[config.mk]
export PLATFORM = sky130hd
export DESIGN_NAME = vbcast_unit
export DESIGN_NICKNAME = d
export VERILOG_FILES = /design/src/rtl/vbcast_pkg.sv /design/src/rtl/vb_decode.sv /design/src/rtl/vb_splat.sv /design/src/rtl/vb_vrf.sv /design/src/rtl/vbcast_unit.sv
export SDC_FILE = /design/constraint.sdc
export NUM_CORES = 2
export LEC_CHECK = 0
export BUFFER_PORTS_ARGS = -buffer_cell sky130_fd_sc_hd__buf_4
export CORE_ASPECT_RATIO = 1.2
export CORE_UTILIZATION = 61
export DETAILED_ROUTE_END_ITERATION = 8
export GPL_TIMING_DRIVEN = 0
export PLACE_DENSITY = 0.75
export SYNTH_ARGS = -nofsm -noshare
export SYNTH_HDL_FRONTEND = slang
export SYNTH_HIERARCHICAL = 1
export SYNTH_SLANG_ARGS = --single-unit
[constraint.sdc]
create_clock -name clk -period 78.9 [get_ports clk]
set_clock_uncertainty 0.2 [all_clocks]
set_input_delay 3.945 -clock clk [delete_from_list [all_inputs] [get_ports clk]]
set_output_delay 3.945 -clock clk [all_outputs]
set_load 0.05 [all_outputs]
[src/rtl/vbcast_pkg.sv]
package vbcast_pkg;
  localparam int INSTR_W = 32;
  localparam int LANE_W  = 8;

  typedef enum logic [1:0] {
    SZ_W32 = 2'b00,
    SZ_H16 = 2'b01,
    SZ_B8  = 2'b10,
    SZ_BAD = 2'b11
  } esize_e;

  typedef struct packed {
    logic       match;
    logic       undef;
    logic       unpred;
    logic       sbz;
    logic       quad;
    esize_e     size;
    logic [4:0] vd;
    logic [3:0] rt;
  } dec_t;
endpackage

[src/rtl/vb_decode.sv]
module vb_decode
  import vbcast_pkg::*;
(
  input  logic [INSTR_W-1:0] instr,
  output dec_t               dec
);
  logic fixed_ok;

  always_comb begin
    fixed_ok   = (instr[27:23] == 5'b11101) && !instr[20] &&
                 (instr[11:8] == 4'b1011) && !instr[6] && instr[4];
    dec.match  = fixed_ok && (instr[31:28] != 4'hF);
    dec.size   = esize_e'({instr[22], instr[5]});
    dec.quad   = instr[21];
    dec.vd     = {instr[7], instr[19:16]};
    dec.rt     = instr[15:12];
    dec.undef  = dec.match && ((dec.size == SZ_BAD) || (instr[21] && instr[16]));
    dec.unpred = dec.match && (instr[15:12] == 4'hF);
    dec.sbz    = dec.match && (instr[3:0] != 4'h0);
  end
endmodule

[src/rtl/vb_splat.sv]
module vb_splat
  import vbcast_pkg::*;
#(
  parameter int VREG_W = 64,
  parameter int GPR_W  = 32
) (
  input  esize_e              size,
  input  logic [GPR_W-1:0]    scalar,
  output logic [VREG_W-1:0]   pattern
);
  localparam int LANES = VREG_W / LANE_W;

  for (genvar g = 0; g < LANES; g++) begin : g_lane
    localparam int W_SEL = g % 4;
    localparam int H_SEL = g % 2;
    always_comb begin
      unique case (size)
        SZ_W32:  pattern[g*LANE_W +: LANE_W] = scalar[W_SEL*LANE_W +: LANE_W];
        SZ_H16:  pattern[g*LANE_W +: LANE_W] = scalar[H_SEL*LANE_W +: LANE_W];
        default: pattern[g*LANE_W +: LANE_W] = scalar[LANE_W-1:0];
      endcase
    end
  end
endmodule

[src/rtl/vb_vrf.sv]
module vb_vrf #(
  parameter int VREG_N = 32,
  parameter int VREG_W = 64,
  localparam int IDX_W = $clog2(VREG_N)
) (
  input  logic                     clk,
  input  logic                     rst_n,
  input  logic                     we0,
  input  logic [IDX_W-1:0]         wa0,
  input  logic                     we1,
  input  logic [IDX_W-1:0]         wa1,
  input  logic [VREG_W-1:0]        wd,
  output logic [VREG_N*VREG_W-1:0] regs_flat
);
  for (genvar g = 0; g < VREG_N; g++) begin : g_ent
    logic              en;
    logic [VREG_W-1:0] q;

    always_comb begin
      en = (we0 && (wa0 == IDX_W'(g))) || (we1 && (wa1 == IDX_W'(g)));
    end

    always_ff @(posedge clk or negedge rst_n) begin
      if (!rst_n)  q <= '0;
      else if (en) q <= wd;
    end

    assign regs_flat[g*VREG_W +: VREG_W] = q;
  end

  // the second port only ever writes the odd partner of an even first index
  p_pair_aligned_r5: assert property (@(posedge clk) disable iff (!rst_n)
    we1 |-> (we0 && !wa0[0] && (wa1 == (wa0 | IDX_W'(1)))));
endmodule

[src/rtl/vbcast_unit.sv]
module vbcast_unit
  import vbcast_pkg::*;
#(
  parameter int VREG_N = 32,
  parameter int VREG_W = 64,
  parameter int GPR_N  = 16,
  parameter int GPR_W  = 32,
  localparam int VIDX_W = $clog2(VREG_N),
  localparam int GIDX_W = $clog2(GPR_N)
) (
  input  logic               clk,
  input  logic               rst_n,
  input  logic               req_valid,
  input  logic               cond_pass,
  input  logic [INSTR_W-1:0] instr,
  output logic [GIDX_W-1:0]  gpr_idx,
  input  logic [GPR_W-1:0]   gpr_data,
  input  logic [VIDX_W-1:0]  dbg_idx,
  output logic [VREG_W-1:0]  dbg_data,
  output logic               done,
  output logic               nomatch,
  output logic               undef,
  output logic               unpred,
  output logic               sbz_warn
);
  // reset: asserted asynchronously, released on a clock edge
  logic [1:0] rst_sync;
  logic       rst_i_n;

  always_ff @(posedge clk or negedge rst_n) begin
    if (!rst_n) rst_sync <= 2'b00;
    else        rst_sync <= {rst_sync[0], 1'b1};
  end
  assign rst_i_n = rst_sync[1];

  dec_t                     dec;
  logic [VREG_W-1:0]        pattern;
  logic [VREG_N*VREG_W-1:0] regs_flat;
  logic [VREG_W-1:0]        view [VREG_N];
  logic                     fire, wr;

  vb_decode u_dec (.instr(instr), .dec(dec));

  assign gpr_idx = dec.rt;

  vb_splat #(.VREG_W(VREG_W), .GPR_W(GPR_W)) u_splat (
    .size(dec.size), .scalar(gpr_data), .pattern(pattern));

  always_comb begin
    fire = req_valid && cond_pass;
    wr   = fire && dec.match && !dec.undef && !dec.unpred;
  end

  vb_vrf #(.VREG_N(VREG_N), .VREG_W(VREG_W)) u_vrf (
    .clk(clk), .rst_n(rst_i_n),
    .we0(wr), .wa0(dec.vd),
    .we1(wr && dec.quad), .wa1({dec.vd[VIDX_W-1:1], 1'b1}),
    .wd(pattern), .regs_flat(regs_flat));

  for (genvar g = 0; g < VREG_N; g++) begin : g_view
    assign view[g] = regs_flat[g*VREG_W +: VREG_W];
  end
  assign dbg_data = view[dbg_idx];

  // status pulses: next-state then register
  logic done_d, nomatch_d, undef_d, unpred_d, sbz_d;

  always_comb begin
    done_d    = fire;
    nomatch_d = fire && !dec.match;
    undef_d   = fire && dec.undef;
    unpred_d  = fire && dec.unpred;
    sbz_d     = fire && dec.sbz;
  end

  always_ff @(posedge clk or negedge rst_i_n) begin
    if (!rst_i_n) begin
      done     <= 1'b0;
      nomatch  <= 1'b0;
      undef    <= 1'b0;
      unpred   <= 1'b0;
      sbz_warn <= 1'b0;
    end else begin
      done     <= done_d;
      nomatch  <= nomatch_d;
      undef    <= undef_d;
      unpred   <= unpred_d;
      sbz_warn <= sbz_d;
    end
  end

  // completion only follows an accepted request
  p_done_origin_r8: assert property (@(posedge clk) disable iff (!rst_i_n)
    done |-> $past(req_valid && cond_pass));
  // no flag without its completion pulse
  p_flag_with_done_r8: assert property (@(posedge clk) disable iff (!rst_i_n)
    (nomatch || undef || unpred || sbz_warn) |-> done);
  // an idle or condition-failed cycle yields no completion
  p_idle_quiet_r9: assert property (@(posedge clk) disable iff (!rst_i_n)
    !(req_valid && cond_pass) |=> !done);
  // an error report coincides with an unchanged vector file
  p_err_keeps_file_r3: assert property (@(posedge clk) disable iff (!rst_i_n)
    (nomatch || undef || unpred) |-> $stable(regs_flat));
  // a non-matching word raises no other flag
  p_nomatch_alone_r11: assert property (@(posedge clk) disable iff (!rst_i_n)
    nomatch |-> (!undef && !unpred && !sbz_warn));
endmodule

# ---- After elaboration in Yosys (flattened, before gate mapping)
# Index checks and enable logic that the tools add are counted.
dict set report word_totals {
  mem_bits_ro 0
  register_bits 2055
  memories 0
  out_inout_bits 73
  word_cells 194
  in_bits 73
  mem_bits_rw 0
  latch_bits 0
}
dict set report op_classes {
  bitwise 1
  div_mod_pow 0
  shift 0
  eq_ne 52
  n_reduce_logical 96
  muxes 6
  multipliers 0
  addsub 0
  n_lt_le_gt_ge 1
}
# operator count
set ops {}
lappend ops {{binary-select mux 64 bit (select 5 bit)} 1}
lappend ops {{two-way mux 64 bit} 2}
lappend ops {{equality test 5 bit, second input constant} 17}
lappend ops {{logical AND 1 bit} 67}
lappend ops {{equality test 4 bit, second input constant} 10}
lappend ops {{equality test 5 x 4 -> 1 bit, second input constant} 8}
lappend ops {{equality test 5 x 3 -> 1 bit, second input constant} 4}
lappend ops {{logical OR 1 bit} 18}
lappend ops {{equality test 4 x 3 -> 1 bit, second input constant} 4}
lappend ops {{two-way mux 8 bit} 2}
lappend ops {{case mux 8 bit (2 select lines)} 1}
lappend ops {{equality test 5 x 2 -> 1 bit, second input constant} 2}
lappend ops {{logical NOT 5 bit} 2}
lappend ops {{equality test 4 x 2 -> 1 bit, second input constant} 2}
lappend ops {{>= comparator 6 bit, second input constant} 1}
lappend ops {{NOT 5 -> 6 bit} 1}
lappend ops {{equality test 5 x 1 -> 1 bit, second input constant} 1}
lappend ops {{logical NOT 1 bit} 5}
lappend ops {{equality test 4 x 1 -> 1 bit, second input constant} 1}
lappend ops {{logical NOT 4 bit} 1}
lappend ops {{!= test 4 bit, second input constant} 1}
lappend ops {{nonzero test 4 bit} 1}
lappend ops {{equality test 2 x 1 -> 1 bit, second input constant} 1}
lappend ops {{equality test 2 bit, second input constant} 1}
lappend ops {{other kinds (2)} 2}

# ---- Depth between registers and ports, before layout
dict set report logic_depth {
  word_depth 13
  ltp_mapped 11
  mapped_depth_nobuf 8
}

# ---- Cells and area by module
# The synthesis kept the hierarchy.
# module n_inst seq_area_each_um2 cells_per_inst area_per_inst_um2
set modules_own_cells {}
lappend modules_own_cells {vb_vrf 1 51249.2 4549 77047.6}
lappend modules_own_cells {vbcast_unit 1 175.2 978 16175.5}
lappend modules_own_cells {vb_splat 1 0.0 92 641.9}
lappend modules_own_cells {vb_decode 1 0.0 24 176.4}

# ---- Worst setup path before layout
# Ideal clock, no wire load.
dict set report synth_path {
  kind {input-to-output}
  startpoint {in dbg_idx[1]}
  endpoint {out dbg_data[57]}
  arrival_ns 6.438
  slack_ns 68.317
  t_required_ns 74.755
  n_path_buf 5
  cell_stages 8
  path_cell_list {clkbuf_1 clkbuf_1 buf_2 inv_1 buf_2 buf_2 mux2i_1 a221oi_1}
}
dict set report synth_via {
  elab_chain_len 4
}
# item line
set synth_lines {}
lappend synth_lines {{start: declaration} vbcast_unit.sv:18} ;# input logic [VIDX_W-1:0] dbg_idx,
lappend synth_lines {{NOT 5 -> 6 bit (not written as such)} vbcast_unit.sv:63} ;# assign dbg_data = view[dbg_idx];
lappend synth_lines {{binary-select mux 64 bit (select 5 bit)} vbcast_unit.sv:63}
lappend synth_lines {{two-way mux 64 bit (not written as such) (2 in a row)} vbcast_unit.sv:63}
lappend synth_lines {{end: declaration} vbcast_unit.sv:19} ;# output logic [VREG_W-1:0] dbg_data,
# No other way between the ends. The select of a mux whose other input is x is not followed.

# ---- Worst setup path in the final report
dict set report layout_path {
  startpoint {in dbg_idx[4]}
  endpoint {out dbg_data[15]}
}
# Same word-level chain as after synthesis.

==> flow_results.org <==
** CTS
- Max Root-Sink Buffers :: 3
- The later pin in the worst-skew pair is clocked with a latency of 850 ps.
- Clock transition at path regs :: 70 ps
- Clock tree root driver cell :: clkbuf_16
- # resized after CTS :: 0
- Post-cts hold buffer count :: 0
- Number of buffers created by CTS :: 201
- TritonCTS built the clock tree.
- Counting every sink on the clock net gives 2055.
- Number of buffers inserted by post-CTS setup repair :: 0
- The clock tree synthesis step divided the H-tree into 4 levels.

** GRT
- The initial antenna violation count was 15.
- First-pass GRT wire length :: 441 mm
- For this run the aggregate overflow at the end of global routing stands at 0.
- Maximum number of pins on one net before global-route repair :: 75
- In the global route stage, overall resource usage came out at 0.407.
- The via count of the first global-routing pass came to 59100.

** Timing
- Min setup slack post-route :: 66160 ps
- Min Tclk post-route :: 12740 ps
- Unrepaired setup endpoints after global routing :: no
- Tightest Pin Transition :: 1710 ps
- Final hold vios :: 0
- Min Hold Slack :: 119 ps
- After routing, the total negative slack on setup checks comes to 0 ps.
- Headroom to the max-slew limit came out at -0.138.
- Share of the cycle needed by the critical path after routing :: 0.161
- Setup violations, final :: 0
- The number of pins with negative max-slew slack in the final report was 31.
- Maximum clock frequency :: 78.5 MHz

** Power
- For this design the static power due to leakage is 51.6 nW.
- The worst-case IR drop observed on VDD is 0.0000270 V.
- Total power density per cell area :: 20.9 nW/µm²
- Summing internal, switching and leakage power gives 2.21 mW.

** Critical path
- Register-to-register setup slack :: 75550 ps
- Type of the worst setup path :: primary input to primary output
- Setup crit start kind :: primary input
- Data on the critical path is required at its endpoint by 74760 ps.
- In this run the worst path has a maximum fanout of 10.
- Critical path capture point type :: primary output
- Data arrives at the worst endpoint at 8590 ps.

** Synth
- Count of different cell masters after synthesis :: 41
- Gate count of the mapped netlist :: 5643
- Synthesized flop and latch total :: 2055
- The mapped netlist covers 94000 µm².
- For this run, the number of Yosys warnings is 6.
- Share of the yosys chip area belonging to registers :: 0.547
- Average instance area after synthesis :: 16.7 µm²

** Detailed routing
- The count of nets left with antenna violations once routing finished came out at 0.
- For this block, the via count after detailed routing is 56700.
- Summed over all layers, the routed wires come to 310 mm.
- Number of iterations in the first detailed-routing pass :: 5
- Average wire per cell in the routed design :: 37.7 µm
- In the routed layout, each cell is associated on average with a via count of 6.91.
- Remaining routing DRC violations :: 0
- The detailed router finished its first iteration with 6155 violations.

** Die
- Io pins :: 146
- The die covers 156000 µm².
- The floorplan has 157 rows.
- Initial core utilization :: 0.615
- Horizontal die dimension :: 360 µm
- Vertical die dimension :: 432 µm
- The core region is 153000 µm².

** Placement
- Placed Cells incl. Taps :: 7817
- Input and output buffers added on the ports amount to 137.
- The congestion estimate from routability-driven global placement came to 0.963.
- Summing all placed instances gives a cell area of 98700 µm².
- Prior to clock tree synthesis, the placed netlist has a worst setup slack of 66520 ps.
- After legalization and detailed placement, the total HPWL measured 205 mm.

** Finish
- Counting the fill cells in the layout gives 10300.
- The finished cells cover 106000 µm².
- Leaving out filler cells and counting taps, the final layout contains 8204.
- Utilization after layout :: 0.692
- P&R area growth vs syn :: 12.4%
- Of the cells placed in the final design, the portion with a size suffix greater than 1 is 0.587.
- Net total in the final layout :: 6107

** Hold path
- Worst Hold Class :: register to async pin

** Run status
- Failing checks :: capacitance limit, slew limit
- The flow ran to the end, but the final reports show violations.

** Flow run
- Across the run, the number of max-cap violations was 4.
-- state kept, by name, summed over array words and instances (netlist names) --
signal,count
done,1
rst_sync,2
u_vrf/g_ent.q,2048
sbz_warn,1
unpred,1
undef,1
nomatch,1
-- cell type report --
class,instances,area [µm²],share of cell area
inverter,11,41.3,0.000390
tap,1987,2490,0.0235
buffer,609,3070,0.0291
antenna,13,32.5,0.000308
timing repair buffer,184,2120,0.0201
multi-input combinational,2972,39600,0.374
clock buffer,298,6100,0.0576
clock inverter,75,888,0.00840
sequential,2055,51400,0.486
-- logic make-up (layout without fill, tap and decap cells) --
logic type             after synthesis  in the layout  share of synthesized area
AO/OA/AOI/OAI                      112            112                    0.00999
buffers and inverters              620           1177                     0.0327
flip-flops                        2055           2055                      0.547
multiplexers                      2768           2768                      0.405
other                                1             18                  0.0000399
AND/OR/NAND/NOR                     87             87                    0.00542
-- cells in the mapped netlist, drive strengths merged --
cell type | count | share of area
mux2 | 2128 | 0.26
dfrtp | 2055 | 0.55
mux4 | 599 | 0.14
buf | 348 | 0.022
clkbuf | 261 | 0.010
o22ai | 52 | 0.0057
mux2i | 41 | 0.0044
nand2 | 41 | 0.0016
o21ai | 25 | 0.0013
a221oi | 11 | 0.0010
inv | 11 | 0.00044
a22oi | 7 | 0.00056
o21a | 7 | 0.00056
nand2b | 6 | 0.00040
nand4b | 6 | 0.00056
nand4bb | 6 | 0.00072
nor2 | 6 | 0.00032
o211ai | 6 | 0.00048
nand4 | 5 | 0.00040
and3 | 3 | 0.00020
o22a | 3 | 0.00028
or2 | 3 | 0.00020
and2 | 2 | 0.00013
and4b | 2 | 0.00021
nor2b | 2 | 0.00013
or4b | 2 | 0.00021
a21oi | 1 | 0.000053
and4bb | 1 | 0.00013
conb | 1 | 0.000040
nor4 | 1 | 0.000067
nor4b | 1 | 0.000093
-- layout by cell type, fill, tap and decap left out, drive strengths merged, types with 3 or more instances in the layout --
master,netlist,routed
a221oi,11,11
a22oi,7,7
and3,3,3
buf,348,532
bufinv,0,17
clkbuf,261,559
clkinv,0,44
clkinvlp,0,11
conb,1,5
dfrtp,2055,2055
diode,0,13
inv,11,14
mux2,2128,2128
mux2i,41,41
mux4,599,599
nand2,41,41
nand2b,6,6
nand4,5,5
nand4b,6,6
nand4bb,6,6
nor2,6,6
o211ai,6,6
o21a,7,7
o21ai,25,25
o22a,3,3
o22ai,52,52
or2,3,3
-- where the power goes --
part	leakage (nW)	switching (mW)	internal [mW]	total, mW
sequential	28.7	0.000492	1.05	1.05
clock	3.44	0.426	0.589	1.02
combinational	19.4	0.104	0.0324	0.137
-- critical path, cell delays in order --
cell and delay [ps]:
buf_4 140, clkbuf_1 1040, clkbuf_1 1300, nor2_2 330, buf_16 290, a221oi_1 1110, buf_4 370
-- per-layer routing --
layer	track usage	routed length, µm
met5	0.00654	221
met4	0.263	23000
met3	0.126	31900
met2	0.606	141000
met1	0.522	114000
-- final timing paths --
check,start,endpoint,cells after the start
setup / recovery,dbg_idx[4],dbg_data[15],7
hold / removal,rst_sync[1]$_DFF_PN0_,u_vrf/g_ent[18].q[26]$_DFFE_PN0P_,0
setup reg to reg,rst_sync[1]$_DFF_PN0_,u_vrf/g_ent[12].q[50]$_DFFE_PN0P_,7
hold reg to reg,rst_sync[1]$_DFF_PN0_,u_vrf/g_ent[18].q[26]$_DFFE_PN0P_,0
max in group asynchronous,rst_sync[1]$_DFF_PN0_,u_vrf/g_ent[12].q[50]$_DFFE_PN0P_,7
min in group clk,rst_sync[0]$_DFF_PN0_,rst_sync[1]$_DFF_PN0_,0
Note: power is estimated with default switching activity, not from simulation.
